`src/rtl/cdg_pkg.sv`:
```
package cdg_pkg;

    localparam int ADDR_W = 2;

    localparam logic [ADDR_W-1:0] REG_CTRL = 2'd0;
    localparam logic [ADDR_W-1:0] REG_RISE = 2'd1;
    localparam logic [ADDR_W-1:0] REG_FALL = 2'd2;
    localparam logic [ADDR_W-1:0] REG_SHUT = 2'd3;

    typedef struct packed {
        logic auto_rs;
        logic inv_b;
        logic inv_a;
        logic enable;
    } ctrl_t;

    typedef struct packed {
        logic flag_bit;
        logic lvl_b;
        logic lvl_a;
    } shut_cfg_t;

    typedef enum logic {
        PH_DEAD = 1'b0,
        PH_LIVE = 1'b1
    } phase_t;

    // Count that applies when the source settles at level 'lvl'
    function automatic logic [15:0] gap_for(input logic lvl,
                                            input logic [15:0] rise_n,
                                            input logic [15:0] fall_n);
        return lvl ? rise_n : fall_n;
    endfunction

endpackage

```
`src/rtl/cdg_regs.sv`:
```
module cdg_regs
    import cdg_pkg::*;
#(
    parameter int DATA_W = 8,
    parameter int DB_W   = 8
) (
    input  logic              clk,
    input  logic              rst,
    input  logic              wr_en,
    input  logic [ADDR_W-1:0] wr_addr,
    input  logic [DATA_W-1:0] wr_data,
    input  logic              trip_in,
    output ctrl_t             ctrl,
    output logic [DB_W-1:0]   rise_n,
    output logic [DB_W-1:0]   fall_n,
    output logic              lvl_a,
    output logic              lvl_b,
    output logic              shut_flag
);

    localparam int CTRL_W = $bits(ctrl_t);
    localparam int SHUT_W = $bits(shut_cfg_t);

    shut_cfg_t wr_shut;
    ctrl_t     wr_ctrl;

    assign wr_shut = shut_cfg_t'(wr_data[SHUT_W-1:0]);
    assign wr_ctrl = ctrl_t'(wr_data[CTRL_W-1:0]);

    always_ff @(posedge clk) begin
        if (rst) begin
            ctrl   <= '0;
            rise_n <= '0;
            fall_n <= '0;
            lvl_a  <= 1'b0;
            lvl_b  <= 1'b0;
        end else if (wr_en) begin
            case (wr_addr)
                REG_CTRL: ctrl   <= wr_ctrl;
                REG_RISE: rise_n <= wr_data[DB_W-1:0];
                REG_FALL: fall_n <= wr_data[DB_W-1:0];
                default: begin
                    lvl_a <= wr_shut.lvl_a;
                    lvl_b <= wr_shut.lvl_b;
                end
            endcase
        end
    end

    // Priority: fault input, then software write, then automatic restart
    always_ff @(posedge clk) begin
        if (rst) begin
            shut_flag <= 1'b0;
        end else if (ctrl.enable && trip_in) begin
            shut_flag <= 1'b1;
        end else if (wr_en && wr_addr == REG_SHUT) begin
            shut_flag <= wr_shut.flag_bit;
        end else if (ctrl.auto_rs && !trip_in) begin
            shut_flag <= 1'b0;
        end
    end

endmodule

```
`src/rtl/cdg_deadband.sv`:
```
module cdg_deadband
    import cdg_pkg::*;
#(
    parameter int DB_W = 8
) (
    input  logic            clk,
    input  logic            rst,
    input  logic            restart,
    input  logic            src,
    input  logic [DB_W-1:0] rise_n,
    input  logic [DB_W-1:0] fall_n,
    output logic            raw_a,
    output logic            raw_b
);

    logic            src_q;
    logic            target;
    phase_t          phase;
    logic [DB_W-1:0] cnt;
    logic [DB_W-1:0] load_n;
    logic            do_load;

    assign load_n  = DB_W'(gap_for(src, 16'(rise_n), 16'(fall_n)));
    assign do_load = restart || (src != src_q);

    always_ff @(posedge clk) begin
        if (rst) begin
            src_q  <= 1'b0;
            target <= 1'b0;
            phase  <= PH_DEAD;
            cnt    <= '0;
        end else if (do_load) begin
            src_q  <= src;
            target <= src;
            cnt    <= load_n;
            phase  <= (load_n == '0) ? PH_LIVE : PH_DEAD;
        end else if (phase == PH_DEAD) begin
            if (cnt <= DB_W'(1)) begin
                phase <= PH_LIVE;
                cnt   <= '0;
            end else begin
                cnt <= cnt - DB_W'(1);
            end
        end
    end

    assign raw_a = (phase == PH_LIVE) &&  target;
    assign raw_b = (phase == PH_LIVE) && !target;

endmodule

```
`src/rtl/cdg_outmux.sv`:
```
module cdg_outmux #(
    parameter int N_CH = 2
) (
    input  logic            enable,
    input  logic            shut,
    input  logic [N_CH-1:0] raw,
    input  logic [N_CH-1:0] inv,
    input  logic [N_CH-1:0] lvl,
    output logic [N_CH-1:0] drv
);

    for (genvar ch = 0; ch < N_CH; ch++) begin : g_ch
        always_comb begin
            if (!enable)   drv[ch] = 1'b0;
            else if (shut) drv[ch] = lvl[ch];
            else           drv[ch] = raw[ch] ^ inv[ch];
        end
    end

endmodule

```
`src/rtl/comp_drive_gen.sv`:
```
module comp_drive_gen
    import cdg_pkg::*;
#(
    parameter int DATA_W = 8,
    parameter int DB_W   = 8
) (
    input  logic              clk,
    input  logic              rst,
    input  logic              wr_en,
    input  logic [1:0]        wr_addr,
    input  logic [DATA_W-1:0] wr_data,
    input  logic              src_in,
    input  logic              trip_in,
    output logic              out_a,
    output logic              out_b,
    output logic              shut_flag
);

    ctrl_t           ctrl;
    logic [DB_W-1:0] rise_n;
    logic [DB_W-1:0] fall_n;
    logic            lvl_a;
    logic            lvl_b;
    logic            raw_a;
    logic            raw_b;
    logic [1:0]      drv;

    logic en_s;
    logic auto_s;
    logic inv_a_s;
    logic inv_b_s;

    assign en_s    = ctrl.enable;
    assign auto_s  = ctrl.auto_rs;
    assign inv_a_s = ctrl.inv_a;
    assign inv_b_s = ctrl.inv_b;

    cdg_regs #(.DATA_W(DATA_W), .DB_W(DB_W)) u_regs (
        .clk       (clk),
        .rst       (rst),
        .wr_en     (wr_en),
        .wr_addr   (wr_addr),
        .wr_data   (wr_data),
        .trip_in   (trip_in),
        .ctrl      (ctrl),
        .rise_n    (rise_n),
        .fall_n    (fall_n),
        .lvl_a     (lvl_a),
        .lvl_b     (lvl_b),
        .shut_flag (shut_flag)
    );

    cdg_deadband #(.DB_W(DB_W)) u_db (
        .clk     (clk),
        .rst     (rst),
        .restart (!en_s || shut_flag),
        .src     (src_in),
        .rise_n  (rise_n),
        .fall_n  (fall_n),
        .raw_a   (raw_a),
        .raw_b   (raw_b)
    );

    cdg_outmux #(.N_CH(2)) u_mux (
        .enable (en_s),
        .shut   (shut_flag),
        .raw    ({raw_b, raw_a}),
        .inv    ({inv_b_s, inv_a_s}),
        .lvl    ({lvl_b, lvl_a}),
        .drv    (drv)
    );

    assign out_a = drv[0];
    assign out_b = drv[1];

endmodule

```
`config.mk`:
```
export PLATFORM = sky130hd
export DESIGN_NAME = comp_drive_gen
export DESIGN_NICKNAME = d
export VERILOG_FILES = /design/src/rtl/cdg_pkg.sv /design/src/rtl/cdg_regs.sv /design/src/rtl/cdg_deadband.sv /design/src/rtl/cdg_outmux.sv /design/src/rtl/comp_drive_gen.sv
export SDC_FILE = /design/constraint.sdc
export NUM_CORES = 1
export LEC_CHECK = 0
export ABC_AREA = 1
export ABC_CLOCK_PERIOD_IN_PS = 3200
export BUFFER_PORTS_ARGS = -buffer_cell sky130_fd_sc_hd__buf_4
export CAP_MARGIN = 15
export CORE_MARGIN = 8
export CORE_UTILIZATION = 61
export CTS_CLUSTER_SIZE = 8
export DETAILED_ROUTE_END_ITERATION = 8
export GPL_ROUTABILITY_DRIVEN = 0
export PLACE_DENSITY = 0.82
export SYNTH_ARGS = -nofsm -noshare
export SYNTH_HDL_FRONTEND = slang
export SYNTH_SLANG_ARGS = --single-unit
```
`constraint.sdc`:
```
create_clock -name clk -period 3.2 [get_ports clk]
set_clock_uncertainty 0.1 [all_clocks]
set_input_delay 0 -clock clk [delete_from_list [all_inputs] [get_ports clk]]
set_output_delay 0 -clock clk [all_outputs]
set_load 0.01 [all_outputs]
```
After elaboration in Yosys (flattened, before gate mapping)
Cells that the tools add are included.
{ "word_totals": {"inputBits": 15, "output_inout_bits": 3, "elab_cells": 55, "regBits": 33} }
{ "classes": {"bitwise": 3, "n_lt_le_gt_ge": 1, "eq_ne": 5, "n_addsub": 1, "n_reduce_logical": 18, "muxes": 15} }
{ "ops": {"columns": ["op", "count"], "rows": [
  ["2-to-1 mux 8 bit", 4],
  ["2-to-1 mux 1 bit", 11],
  ["less-or-equal comparator 8 x 1 -> 1 bit (second input constant)", 1],
  ["zero test 8 bit", 1],
  ["AND reduction 2 bit", 4],
  ["subtractor 8 x 1 -> 8 bit (second input constant)", 1],
  ["logical AND 1 bit", 5],
  ["equality test 2 bit (second input constant)", 2],
  ["zero test 1 bit", 3],
  ["nonzero test 3 bit", 1],
  ["OR reduction 3 bit", 1],
  ["equality test 2 x 1 -> 1 bit (second input constant)", 1],
  ["zero test 2 bit", 1],
  ["logical OR 1 bit", 2],
  ["inequality test 2 bit (second input constant)", 1],
  ["XOR 1 bit", 2],
  ["inequality test 1 bit", 1],
  ["NOT 1 bit", 1]
]} }

Logic depth before layout (Yosys ltp)
{ "logic_depth": {"depth_word": 5, "ltp_mapped": 9, "mapped_depth_nobuf": 8} }

Cells and area by module
Synthesis repeated with hierarchy kept, for this count alone.
{ "hier_totals": {"cells_unflattened": 261, "area_unflattened_um2": 1766.7} }
{ "modules_own_cells": {"columns": ["module", "n_inst", "area_each_um2", "seq_area_each_um2", "cells_per_inst"], "rows": [
  ["cdg_regs", 1, 897.1, 460.4, 113],
  ["cdg_deadband", 1, 784.5, 200.2, 126],
  ["cdg_outmux", 1, 77.6, 0.0, 20],
  ["comp_drive_gen", 1, 7.5, 0.0, 2]
]} }

Least setup slack after synthesis
No wires, ideal clock.
{ "synth_path": {"path_type": "flip-flop to flip-flop", "startpoint": "register u_db.cnt[0]", "endpoint": "register u_db.cnt[7]", "period_less_slack_ps": 1407, "n_path_buf": 0, "required_ps": 3029, "stages_incl_launch_ff": 8, "setup_slack_ps": 1793, "arrival_ps": 1236, "setup_time_ps": 71, "path_cell_list": "dfxtp_1 > inv_1 > ha_1 > o21ai_0 > nor2_1 > nor2_4 > nand3_1 > a21oi_1"} }
{ "synth_between": {"elab_chain_cells": 4, "elab_cells_between_ends": 5, "cone_classes": "add/sub: 1; order compare: 1; mux: 3"} }
{ "synth_rtl": {"columns": ["element", "line_no", "source"], "rows": [
  ["start: declaration", "cdg_deadband.sv:19", "logic [DB_W-1:0] cnt;"],
  ["start signal: assignment", "cdg_deadband.sv:35", "cnt <= load_n;"],
  ["start signal: assignment", "cdg_deadband.sv:42", "cnt <= cnt - DB_W'(1);"],
  ["subtractor 8 x 1 -> 8 bit / less-or-equal comparator 8 x 1 -> 1 bit (equally long branches)", "cdg_deadband.sv:42, cdg_deadband.sv:38", null],
  ["2-to-1 mux 8 bit (*)", "cdg_deadband.sv:38", "if (cnt <= DB_W'(1)) begin"],
  ["2-to-1 mux 8 bit (*)", "cdg_deadband.sv:37", "end else if (phase == PH_DEAD) begin"],
  ["2-to-1 mux 8 bit (*)", "cdg_deadband.sv:32", "end else if (do_load) begin"]
]} }
Mark *: on every way between the ends. The rest lies on a longest branch, timed or not. The select of a mux whose other input is x is not followed.
A chain may end at the register's enable or synchronous reset.

==> impl_metrics.csv <==
group,metric,value,unit
status,status,"complete, no violations",
floorplanning,start_util,62.65,%
worst_setup_path,critPathRequiredTime,3370,ps
worst_setup_path,path_max_fanout,23,
worst_setup_path,slowest_stage,"dlygate4sd3_1",
clock_tree,clock-root-buffer,"clkbuf_4",
floorplanning,fp.coreArea,0.002710,mm2
yosys,synth-async-reset-ratio,0,%
clock_tree,cts_sinks,33,
floorplanning,rows,19,
clock_tree,ctsResizeCount,0,
floorplanning,die_area,0.004728,mm2
clock_tree,cts_setup_buffers,0,
timing,relSlewSlack,62.54,%
route,first_pass_iters,4,
cells_and_area,nFillCells,207,
global_routing,overflow,0,
worst_setup_path,end_kind,"flop",
yosys,synth_fp_nets,263,
worst_setup_path,crit_chain,"dlygate4sd3_1, buf_4, inv_1, o21ai_0, nor2_1, dlygate4sd3_1",
timing,clock.fmax,0.5022,GHz
clock_tree,clockBufferDepth,2,
worst_setup_path,cp_common_cell,"dlygate4sd3_1",
global_routing,antenna_found_initial,0,
run,maxCapViolations,0,
floorplanning,die_y,68.76,um
clock_tree,clk_pin_slew,90,ps
timing,finalSetupViolCount,0,
timing,worst_pin_slew,561.3,ps
yosys,synth_top_flop_cell,"dfxtp_1",
clock_tree,clock_latency,330,ps
placed_design,dp_cells,287,
yosys,ys_ff_latch,33,
placed_design,dp_hpwl,2.631,mm
timing,setup-tns-final,0,ps
power_and_ir_drop,power_density,417.0,mW/mm2
worst_setup_path,worstSetupPathType,"in -> reg",
global_routing,grt_pass1_wl,7.327,mm
cells_and_area,final_net_count,299,
cells_and_area,multi_input_area,859.6,um2
yosys,synth_area,0.001698,mm2
timing,hold_viol,0,
cells_and_area,drive_gt1_share,11.70,%
global_routing,grt_pass1_vias,1627,
timing,post-route-period-util,62.23,%
route,wl_met3,177,um
global_routing,grtUsageTotal,20.05,%
clock_tree,tritoncts,"yes",
yosys,synth.distinct_cells,25,
yosys,synth_edf_count,0,
power_and_ir_drop,ir_worst_vdd,0.4268,mV
hold_path,hp-class,"reg -> reg",
clock_tree,htree_levels,2,
clock_tree,cts_made_buffers,5,
yosys,syn_avg_cell_area,6.902,um2
worst_setup_path,cp.arrival,2160,ps
route,drt_wl_total,4.252,mm
timing,min_period,1991,ps
yosys,synth_cells,246,
route,routedWlPerCell,13.58,um
worst_setup_path,path_delay_family,"buffers and inverters",
route,drtAntennaViolNets,0,
timing,rsz0062_at_grt,"no",
route,drtIter0Drc,145,
route,viasPerCell,5.454,
timing,slew_viol_final,0,
floorplanning,ios,18,
route,drc,0,
clock_tree,holdBufCountCts,19,
worst_setup_path,crit_buf_inv,4,
cells_and_area,register_area,660.6,um2
global_routing,grt_max_degree,24,
route,wl_met2,2.088,mm
route,vias,1707,
route,m1WireLength,1.909,mm
placed_design,port-buffer-count,17,
power_and_ir_drop,total_leakage_power,0.0009356,uW
yosys,seq_area_frac_synth,38.91,%
worst_setup_path,max_stage_delay,590,ps
yosys,yosys_warnings,0,
cells_and_area,n_antenna_cell,0,
floorplanning,dieWidth,68.76,um
cells_and_area,final_cells,313,
route,top_layer,"met4",
worst_setup_path,crit_path_start_kind,"input port",
cells_and_area,syn_to_final_growth,21.67,%
## cell families after synthesis
family	after synthesis	share of synthesized area, %
xor gates and xnor gates	5	2.580
DFF	33	38.91
buffers and inverters	42	10.46
AOI/OAI and AO/OA	63	18.79
adders and majority gates	2	1.474
and+or+nand+nor	101	27.78
## through the flow
stage	hold WS, ps	area (um2)	utilization, %	total power (uW)	setup slack [ps]
detailed placement	138.8	1821	67.17	606.8	1612
global route	369.8	2066	76.22	904.3	1095
floorplan	34.90	1698	-	566.1	1793
finish	353.5	2066	76.22	861.5	1209
CTS	351.9	2066	76.22	858.0	1394
global placement	129.8	1821	67.17	603.0	1695
## sequential cells by signal, indices dropped and copies added, names as in the netlist
register / cells
u_regs.ctrl: 4
u_regs.fall_n: 8
u_regs.lvl_a: 1
u_regs.lvl_b: 1
u_regs.shut_flag: 1
u_db.cnt: 8
u_db.phase: 1
u_regs.rise_n: 8
u_db.src_q: 1
## where the power goes
part	internal [uW]	leakage (uW)	total, uW	switching (uW)
clock	104	0.0000314	240	137
combinational	71.7	0.000634	170	98.7
sequential	433	0.000270	451	17.3
## metal layers
| layer | up-vias | GRT usage, % |
|---|---|---|
| met5 | - | 0 |
| li1 | 867 | - |
| met4 | 0 | 8.020 |
| met3 | 12 | 4.523 |
| met1 | 767 | 23.62 |
| met2 | 61 | 34.49 |
## cell usage after synthesis, types with 3 or more instances
cell type  instances  share of area (%)
nand4_1            9                3.3
nand3_1            8                2.4
xor2_1             3                1.5
a21oi_1           28                8.3
nor2_1            33                7.3
o21ai_1            4                1.2
dfxtp_1           33                 39
o21ai_0           29                8.5
nor2_4             3                2.0
clkbuf_1           3               0.66
nand2_1           43                9.5
inv_1             31                6.9
## tightest hold or removal path, stage by stage (launching register included)
cell,delay (ps)
dfxtp_1,320
inv_1,50
a21oi_1,50
## final cells by class
cell class                      count  area share [%]
Timing Repair Buffer               36           15.38
Clock buffer                        7           2.665
Sequential cell                    33           31.98
Multi-Input combinational cell    171           41.61
Tap cell                           31           1.878
Inverter                           35           6.481
## cells in the final DEF (no fill, tap or decap), drive strengths merged
cell and count:
a21oi 28, nand2 46, inv 33, clkbuf 7, clkinv 2, dfxtp 33, o21ai 33, o22ai 1
nand3 8, xor2 3, nand4 10, ha 2, o21bai 1, dlygate4sd3 19, nor2 37, buf 17
xnor2 2
## path summary, 6_finish.rpt
path	from	end	slack, ps	cells past startpoint
setup / recovery	rst	u_regs.fall_n[7]	1210	6
hold / removal	u_regs.lvl_b	u_regs.lvl_b	350	2
setup reg to reg	u_db.cnt[0]	u_db.cnt[7]	1600	7
hold reg to reg	u_regs.lvl_b	u_regs.lvl_b	350	2
Note: power is estimated with default switching activity, not from simulation.
